--- config.mk ---
export PLATFORM = sky130hd
export DESIGN_NAME = tmr_syst
export DESIGN_NICKNAME = d
export VERILOG_FILES = /design/src/rtl/tmr_pkg.sv /design/src/rtl/tmr_bus_dec.sv /design/src/rtl/tmr_ctrl_reg.sv /design/src/rtl/tmr_down_cnt.sv /design/src/rtl/tmr_syst.sv
export SDC_FILE = /design/constraint.sdc
export NUM_CORES = 1
export LEC_CHECK = 0
export CAP_MARGIN = 25
export CORE_ASPECT_RATIO = 0.6
export CORE_MARGIN = 4
export CORE_UTILIZATION = 43
export DETAILED_ROUTE_END_ITERATION = 10
export MAX_ROUTING_LAYER = met4
export PLACE_DENSITY = 0.84
export SLEW_MARGIN = 20
export SYNTH_ARGS = -nofsm -noshare
export SYNTH_HDL_FRONTEND = slang
export SYNTH_HIERARCHICAL = 1
export SYNTH_SLANG_ARGS = --single-unit
--- constraint.sdc ---
create_clock -name clk -period 3.08 [get_ports clk]
set_input_delay 0.924 -clock clk [delete_from_list [all_inputs] [get_ports clk]]
set_output_delay 0.924 -clock clk [all_outputs]
set_load 0.05 [all_outputs]
--- src/rtl/tmr_pkg.sv ---
package tmr_pkg;
    localparam int unsigned CTRL_OFS = 32'h40;
    localparam int unsigned CNT_OFS  = 32'h44;
    localparam int unsigned BIT_GATE = 0;
    localparam int unsigned BIT_IEN  = 1;
    localparam int unsigned BIT_CLR  = 4;

    typedef struct packed {
        logic gate;
        logic ien;
    } ctrl_t;
endpackage

--- src/rtl/tmr_bus_dec.sv ---
module tmr_bus_dec #(
    parameter int unsigned AW = 8
) (
    input  logic [AW-1:0] addr,
    input  logic          wr,
    output logic          ctrl_sel,
    output logic          cnt_sel,
    output logic          ctrl_wr,
    output logic          cnt_wr
);
    localparam logic [AW-1:0] CTRL_A = AW'(tmr_pkg::CTRL_OFS);
    localparam logic [AW-1:0] CNT_A  = AW'(tmr_pkg::CNT_OFS);

    always_comb begin
        ctrl_sel = (addr == CTRL_A);
        cnt_sel  = (addr == CNT_A);
        ctrl_wr  = wr && ctrl_sel;
        cnt_wr   = wr && cnt_sel;
    end
endmodule

--- src/rtl/tmr_ctrl_reg.sv ---
module tmr_ctrl_reg (
    input  logic clk,
    input  logic rst_n,
    input  logic wr_en,
    input  logic wd_gate,
    input  logic wd_ien,
    input  logic wd_clr,
    output logic gate,
    output logic ien,
    output logic clr_pulse
);
    tmr_pkg::ctrl_t ctrl_d, ctrl_q;

    always_comb begin
        ctrl_d    = ctrl_q;
        clr_pulse = wr_en && wd_clr && ctrl_q.gate;
        if (wr_en) begin
            ctrl_d.gate = wd_gate;
            ctrl_d.ien  = wd_ien;
        end
    end

    always_ff @(posedge clk or negedge rst_n) begin
        if (!rst_n) ctrl_q <= '0;
        else        ctrl_q <= ctrl_d;
    end

    assign gate = ctrl_q.gate;
    assign ien  = ctrl_q.ien;
endmodule

--- src/rtl/tmr_down_cnt.sv ---
module tmr_down_cnt #(
    parameter int unsigned CW = 32
) (
    input  logic          clk,
    input  logic          rst_n,
    input  logic          tick_en,
    input  logic          load,
    input  logic [CW-1:0] load_val,
    input  logic          clr,
    output logic [CW-1:0] cnt,
    output logic          pend,
    output logic          run
);
    localparam logic [CW-1:0] ONE = CW'(1);

    typedef struct packed {
        logic [CW-1:0] cnt;
        logic          run;
        logic          pend;
    } cnt_st_t;

    cnt_st_t st_d, st_q;
    logic    expire;

    always_comb begin
        st_d   = st_q;
        expire = 1'b0;
        if (clr) st_d.pend = 1'b0;
        if (load) begin
            st_d.cnt = load_val;
            st_d.run = 1'b1;
        end else if (tick_en && st_q.run) begin
            if (st_q.cnt <= ONE) begin
                expire   = 1'b1;
                st_d.cnt = '0;
                st_d.run = 1'b0;
            end else begin
                st_d.cnt = st_q.cnt - ONE;
            end
        end
        if (expire) st_d.pend = 1'b1;
    end

    always_ff @(posedge clk or negedge rst_n) begin
        if (!rst_n) st_q <= '0;
        else        st_q <= st_d;
    end

    assign cnt  = st_q.cnt;
    assign pend = st_q.pend;
    assign run  = st_q.run;
endmodule

--- src/rtl/tmr_syst.sv ---
module tmr_syst #(
    parameter int unsigned AW = 8,
    parameter int unsigned DW = 32
) (
    input  logic          clk,
    input  logic          rst_n,
    input  logic          bus_wr,
    input  logic [AW-1:0] bus_addr,
    input  logic [DW-1:0] bus_wdata,
    output logic [DW-1:0] bus_rdata,
    output logic          irq_o
);
    logic          ctrl_sel, cnt_sel, ctrl_wr, cnt_wr;
    logic          gate, ien, clr_pulse, val_wr;
    logic [DW-1:0] cnt;
    logic          pend, run;

    tmr_bus_dec #(.AW(AW)) u_dec (
        .addr(bus_addr), .wr(bus_wr),
        .ctrl_sel(ctrl_sel), .cnt_sel(cnt_sel),
        .ctrl_wr(ctrl_wr), .cnt_wr(cnt_wr)
    );

    tmr_ctrl_reg u_ctrl (
        .clk(clk), .rst_n(rst_n), .wr_en(ctrl_wr),
        .wd_gate(bus_wdata[tmr_pkg::BIT_GATE]),
        .wd_ien(bus_wdata[tmr_pkg::BIT_IEN]),
        .wd_clr(bus_wdata[tmr_pkg::BIT_CLR]),
        .gate(gate), .ien(ien), .clr_pulse(clr_pulse)
    );

    assign val_wr = cnt_wr && gate;

    tmr_down_cnt #(.CW(DW)) u_cnt (
        .clk(clk), .rst_n(rst_n), .tick_en(gate),
        .load(val_wr), .load_val(bus_wdata), .clr(clr_pulse),
        .cnt(cnt), .pend(pend), .run(run)
    );

    always_comb begin
        bus_rdata = '0;
        if (ctrl_sel) begin
            bus_rdata[tmr_pkg::BIT_GATE] = gate;
            bus_rdata[tmr_pkg::BIT_IEN]  = ien;
        end else if (cnt_sel) begin
            bus_rdata = cnt;
        end
    end

    assign irq_o = pend && ien;
endmodule

; ---- Word-level counts from Yosys, hierarchy flattened
; Index checks and enable logic that the tools add are counted.
; Widths: inputs -> output; s select.
[word_totals]
register_bits = 36
latchBits = 0
ram_bits = 0
mem_bits_ro = 0
mem_count = 0
[classes]
n_addsub = 1
n_mul = 0
n_div = 0
n_lt_le_gt_ge = 1
eq_ne = 2
shift = 0
muxes = 12
bitwise_logic = 0
n_reduce_logical = 11
[op_table]
columns = op, n
row1 = $mux 33, 2
row2 = $mux 32, 2
row3 = $le 32x1->1 const B, 1
row4 = $sub 32x1->32 const B, 1
row5 = $mux 30, 1
row6 = $eq 8x7->1 const B, 2
row7 = $logic_and 1x1->1, 7
row8 = $mux 1, 6
row9 = $reduce_bool 2->1, 3
row10 = $mux 2, 1
row11 = $reduce_and 2->1, 1

; ---- Logic depth before layout (Yosys ltp)
[logic_depth]
depth_word = 6
mapped_depth = 10
mapped_depth_nobuf = 8

; ---- By module
; Netlist, hierarchy kept.
[by_module_without_submodules]
columns = mod, n_inst, cells_per_inst, area_per_inst_um2, seq_area_each_um2
row1 = tmr_down_cnt, 1, 253, 2128.3, 850.8
row2 = tmr_syst, 1, 40, 269.0, 0.0
row3 = tmr_ctrl_reg, 1, 5, 80.1, 50.0
row4 = tmr_bus_dec, 1, 9, 63.8, 0.0

; ---- Worst setup path before layout
; No wires, ideal clock.
[synth_path]
path_type = in2out
startpoint = in bus_addr[5]
endpoint = out bus_rdata[0]
arrival_time_ns = 2.869
required_ns = 2.156
path_slack_ns = -0.713
path_stages = 4
path_buffers = 0
path_cell_list = or4b_4 > nor3_1 > nand2_1 > o21ai_0
[synth_via]
elab_chain_len = 3
[synth_rtl]
columns = item, line
row1 = start: declaration, tmr_syst.sv:8  ; input logic [AW-1:0] bus_addr,
row2 = $eq 8x7->1, tmr_bus_dec.sv:16  ; cnt_sel = (addr == CNT_A);
row3 = named net cnt_sel, tmr_syst.sv:13  ; logic ctrl_sel, cnt_sel, ctrl_wr, cnt_wr;
row4 = $mux 32, tmr_syst.sv:45  ; end else if (cnt_sel) begin
row5 = $mux 2, tmr_syst.sv:42  ; if (ctrl_sel) begin
row6 = end: declaration, tmr_syst.sv:10  ; output logic [DW-1:0] bus_rdata,
; The timed path passes the listed nets, and every way through them passes these cells.

; ---- Worst setup path in the final report
[layout_path]
startpoint = in bus_addr[5]
endpoint = out bus_rdata[1]
[layout_rtl]
columns = item, line
row1 = $eq 8x7->1, tmr_bus_dec.sv:15  ; ctrl_sel = (addr == CTRL_A);
row2 = named net ctrl_sel, tmr_syst.sv:13
row3 = $mux 2, tmr_syst.sv:42
; The timed path passes the listed nets, and every way through them passes these cells.

==> flow_metrics.env <==
export IMPL_r2r_start="u_cnt/cnt[6]$_DFFE_PN0P_"
export IMPL_cpMaxStageDelayCell="or4b_4"
export IMPL_ys_types=58
export IMPL_dp_hpwl_um=6260
export IMPL_synth_edff_count=0
export IMPL_synthesis_instances=307
export IMPL_holdPathEnd="u_cnt/run$_DFFE_PN0P_"
export IMPL_antenna_left=0
export IMPL_hold_violations=0
export IMPL_worst_path_dominant_cell_family="simple AND/OR/NAND/NOR gates"
export IMPL_critPathBufInv=5
export IMPL_grt_max_degree=37
export IMPL_area_delta_synth_final_pct=61.8
export IMPL_crit_chain="buf_6 -> or4b_4 -> buf_6 -> nor2_4 -> nor2b_4 -> buf_12 -> buf_12 -> a22o_4 -> buf_12"
export IMPL_r2r_end="u_cnt/cnt[28]$_DFFE_PN0P_"
export IMPL_tightest_slew_ps=712
export IMPL_die_w_um=107
export IMPL_ys_ff_latch=36
export IMPL_wl_per_cell_um=19.2
export IMPL_drive_above_1_share_pct=30.4
export IMPL_nets=449
export IMPL_clk_insertion_delay_late_ps=290
export IMPL_setup_ws_ps=-428
export IMPL_fin_crit_sh_pct=114
export IMPL_track_usage_pct=26.5
export IMPL_vias=2974
export IMPL_core_region_area_sq_um=5650
export IMPL_rr_worst_depth=6
export IMPL_clkSinkCount=36
export IMPL_antenna_found_initial=0
export IMPL_totalPowerFinal_mw=0.931
export IMPL_initial_core_util_pct=45.0
export IMPL_seq_area_frac_synth_pct=35.5
export IMPL_synth_nets=352
export IMPL_tns_ps=-10870
export IMPL_crit_type="input port to output pin"
export IMPL_worst_hold_slack_ps=527
export IMPL_crit_path_start_kind="input port"
export IMPL_grt_overflow=0
export IMPL_setup_viol=32
export IMPL_rsz0062_at_grt="true"
export IMPL_dieArea_sq_um=7240
export IMPL_syn_area_sq_um=2540
export IMPL_relSlewSlack_pct=52.1
export IMPL_clockBufferDepth=2
export IMPL_first_pass_iters=5
export IMPL_cts_max_level=2
export IMPL_synth_avg_cell_area_sq_um=8.28
export IMPL_critical_path_endpoint_type="output pin"
export IMPL_required_ps=2160
export IMPL_worstHoldPathCells=1
export IMPL_crit_path_frequent_cell="buf_12"
export IMPL_fin_crit_ps=3510
export IMPL_grt_pass1_vias=2803
export IMPL_yosys_top_cells_area="dfrtp_1 35%, and2_1 8.6%, nand2_1 5.6%"
export IMPL_synth_top_area_cell="dfrtp_1"
export IMPL_drtIter0Drc=346
export IMPL_gp_congestion=0.897
export IMPL_cap_violations=0
export IMPL_hp_start="u_cnt/run$_DFFE_PN0P_"
export IMPL_r2r_slack_ps=480
export IMPL_holdCritPathClass="flop to flop"
export IMPL_grt_pass1_wl_um=14500
export IMPL_status="finished, violations left"
export IMPL_fmax_mhz=285
export IMPL_diodes=0
export IMPL_synth_async_reset_ratio_pct=100
export IMPL_postCtsHoldBufs=0
export IMPL_violations="negative setup slack"
export IMPL_wl_um=9300
export IMPL_peakVddDrop_mv=0.146
export IMPL_clk_pin_slew_ps=70
export IMPL_powerDensity_nw_per_um2=226
export IMPL_leakage_nw=1.66
export IMPL_skew_ps=6.00
export IMPL_cts_root_buf="clkbuf_8"
export IMPL_rows=21
export IMPL_critical_path_max_fanout=8
export IMPL_synth_main_ff_cell="dfrtp_1"
export IMPL_synth_warning_count=6
export IMPL_cts_tree="yes"
export IMPL_drc_errors=0
export IMPL_report_final_slew_viol_count=0
export IMPL_io_buffers=75
export IMPL_slowest_delay_ps=570
export IMPL_viasPerCell=6.13
export IMPL_path_depth=9
export IMPL_io_pins=76
export IMPL_yosysTopAreaCellShare_pct=35.5
export IMPL_cts_inserted_buffers=5
export IMPL_die_h_um=67.5
export IMPL_arrival_ps=2580
[how the worst max path moves through the flow]
stage / start / slack (ps) / end
floorplan: bus_addr[5] / -80 / bus_rdata[10]
global placement: bus_addr[5] / -610 / bus_rdata[1]
detailed placement: bus_addr[5] / -650 / bus_rdata[1]
CTS: bus_addr[7] / -380 / bus_rdata[25]
global route: bus_addr[5] / -450 / bus_rdata[1]
finish: bus_addr[5] / -430 / bus_rdata[1]
[logic make-up (layout without fill, tap and decap cells)]
family                   Yosys count  in the layout  synth area share, %
adder cells (fa/ha/maj)            2              2                0.985
multiplexers                       3              3                 1.28
AO/OA/AOI/OAI                     76             76                 20.4
buffers and inverters             26            124                 5.02
flip-flops                        36             36                 35.5
AND/OR/NAND/NOR                  159            159                 35.1
XOR/XNOR                           5              5                 1.72
[repair_timing]
| item | CTS | global route |
|---|---|---|
| gates cloned | 2 | 0 |
| endpoints found under the setup margin | 32 | 32 |
| gates resized for setup | 28 | 3 |
| hold endpoints to repair | 0 | 0 |
| setup buffers | 7 | 2 |
| pin swaps | 5 | 4 |
[area by class of cell]
type                    count  area (sq um)
clock buffers               6          82.6
repair buffers            105          1360
flip-flops and latches     36           901
inverters                  11          41.3
well taps                  80           100
clock inverters             2          10.0
multi-input cells         245          1620
fillers                   385          1540
[layer usage]
layer,global-route usage (%),vias up,part of all wire (%)
li1,-,1321,-
met1,35.4,1422,42
met2,40.4,208,45
met3,6.02,23,9.9
met4,8.61,0,2.3
met5,-,-,0
[cells in the mapped netlist, types with 7 or more instances]
library cell and n:
nor4_1 10, nor2_1 20, a21oi_1 14, nand3_1 8, o21ai_0 20, clkbuf_1 8
nor3_1 14, nand2_1 38, dfrtp_1 36, inv_1 11, and3_1 7, and2_1 35
[power by group]
group          internal (mW)  switching, mW  total [mW]
combinational         0.0594         0.0345      0.0938
clock                  0.179          0.179       0.358
sequential             0.475        0.00443       0.479
total                  0.713          0.218       0.931
[layout by cell type, fill, tap and decap left out, drive strengths merged, types with 4 or more instances in the layout]
cell type | Yosys | routed
nand3 | 8 | 8
nand2 | 39 | 39
or4 | 5 | 5
inv | 11 | 11
and3 | 8 | 8
xor2 | 4 | 4
nor2 | 21 | 21
dfrtp | 36 | 36
o21ai | 20 | 20
a31oi | 5 | 5
o31ai | 5 | 5
a21oi | 14 | 14
clkbuf | 8 | 7
and2 | 35 | 35
clkdlybuf4s50 | 0 | 35
buf | 7 | 65
nor4 | 12 | 12
nor3 | 14 | 14
a2bb2oi | 4 | 4
[sequential cells by signal, summed over array words and instances, names as in the netlist]
register	count
u_cnt/run	1
u_ctrl/ien	1
u_cnt/pend	1
u_ctrl/gate	1
u_cnt/cnt	32
[worst reg2reg max path: cells and delay by family (launching register included)]
family / cells / cell delay, ps
AOI/OAI and AO/OA: 1 / 280
DFF: 1 / 460
and+or+nand+nor: 5 / 1750
[metrics by stage]
step                      util, %  setup WS [ps]  cells  instance area [sq um]
after floorplan                 -          -84.2    307                   2630
final                        72.8           -428    485                   4110
after detailed placement     69.3           -654    469                   3910
after global routing         72.8           -451    485                   4110
after global placement       69.3           -609    469                   3910
after CTS                    73.1           -376    485                   4130
(Power assumes the default switching activity.)
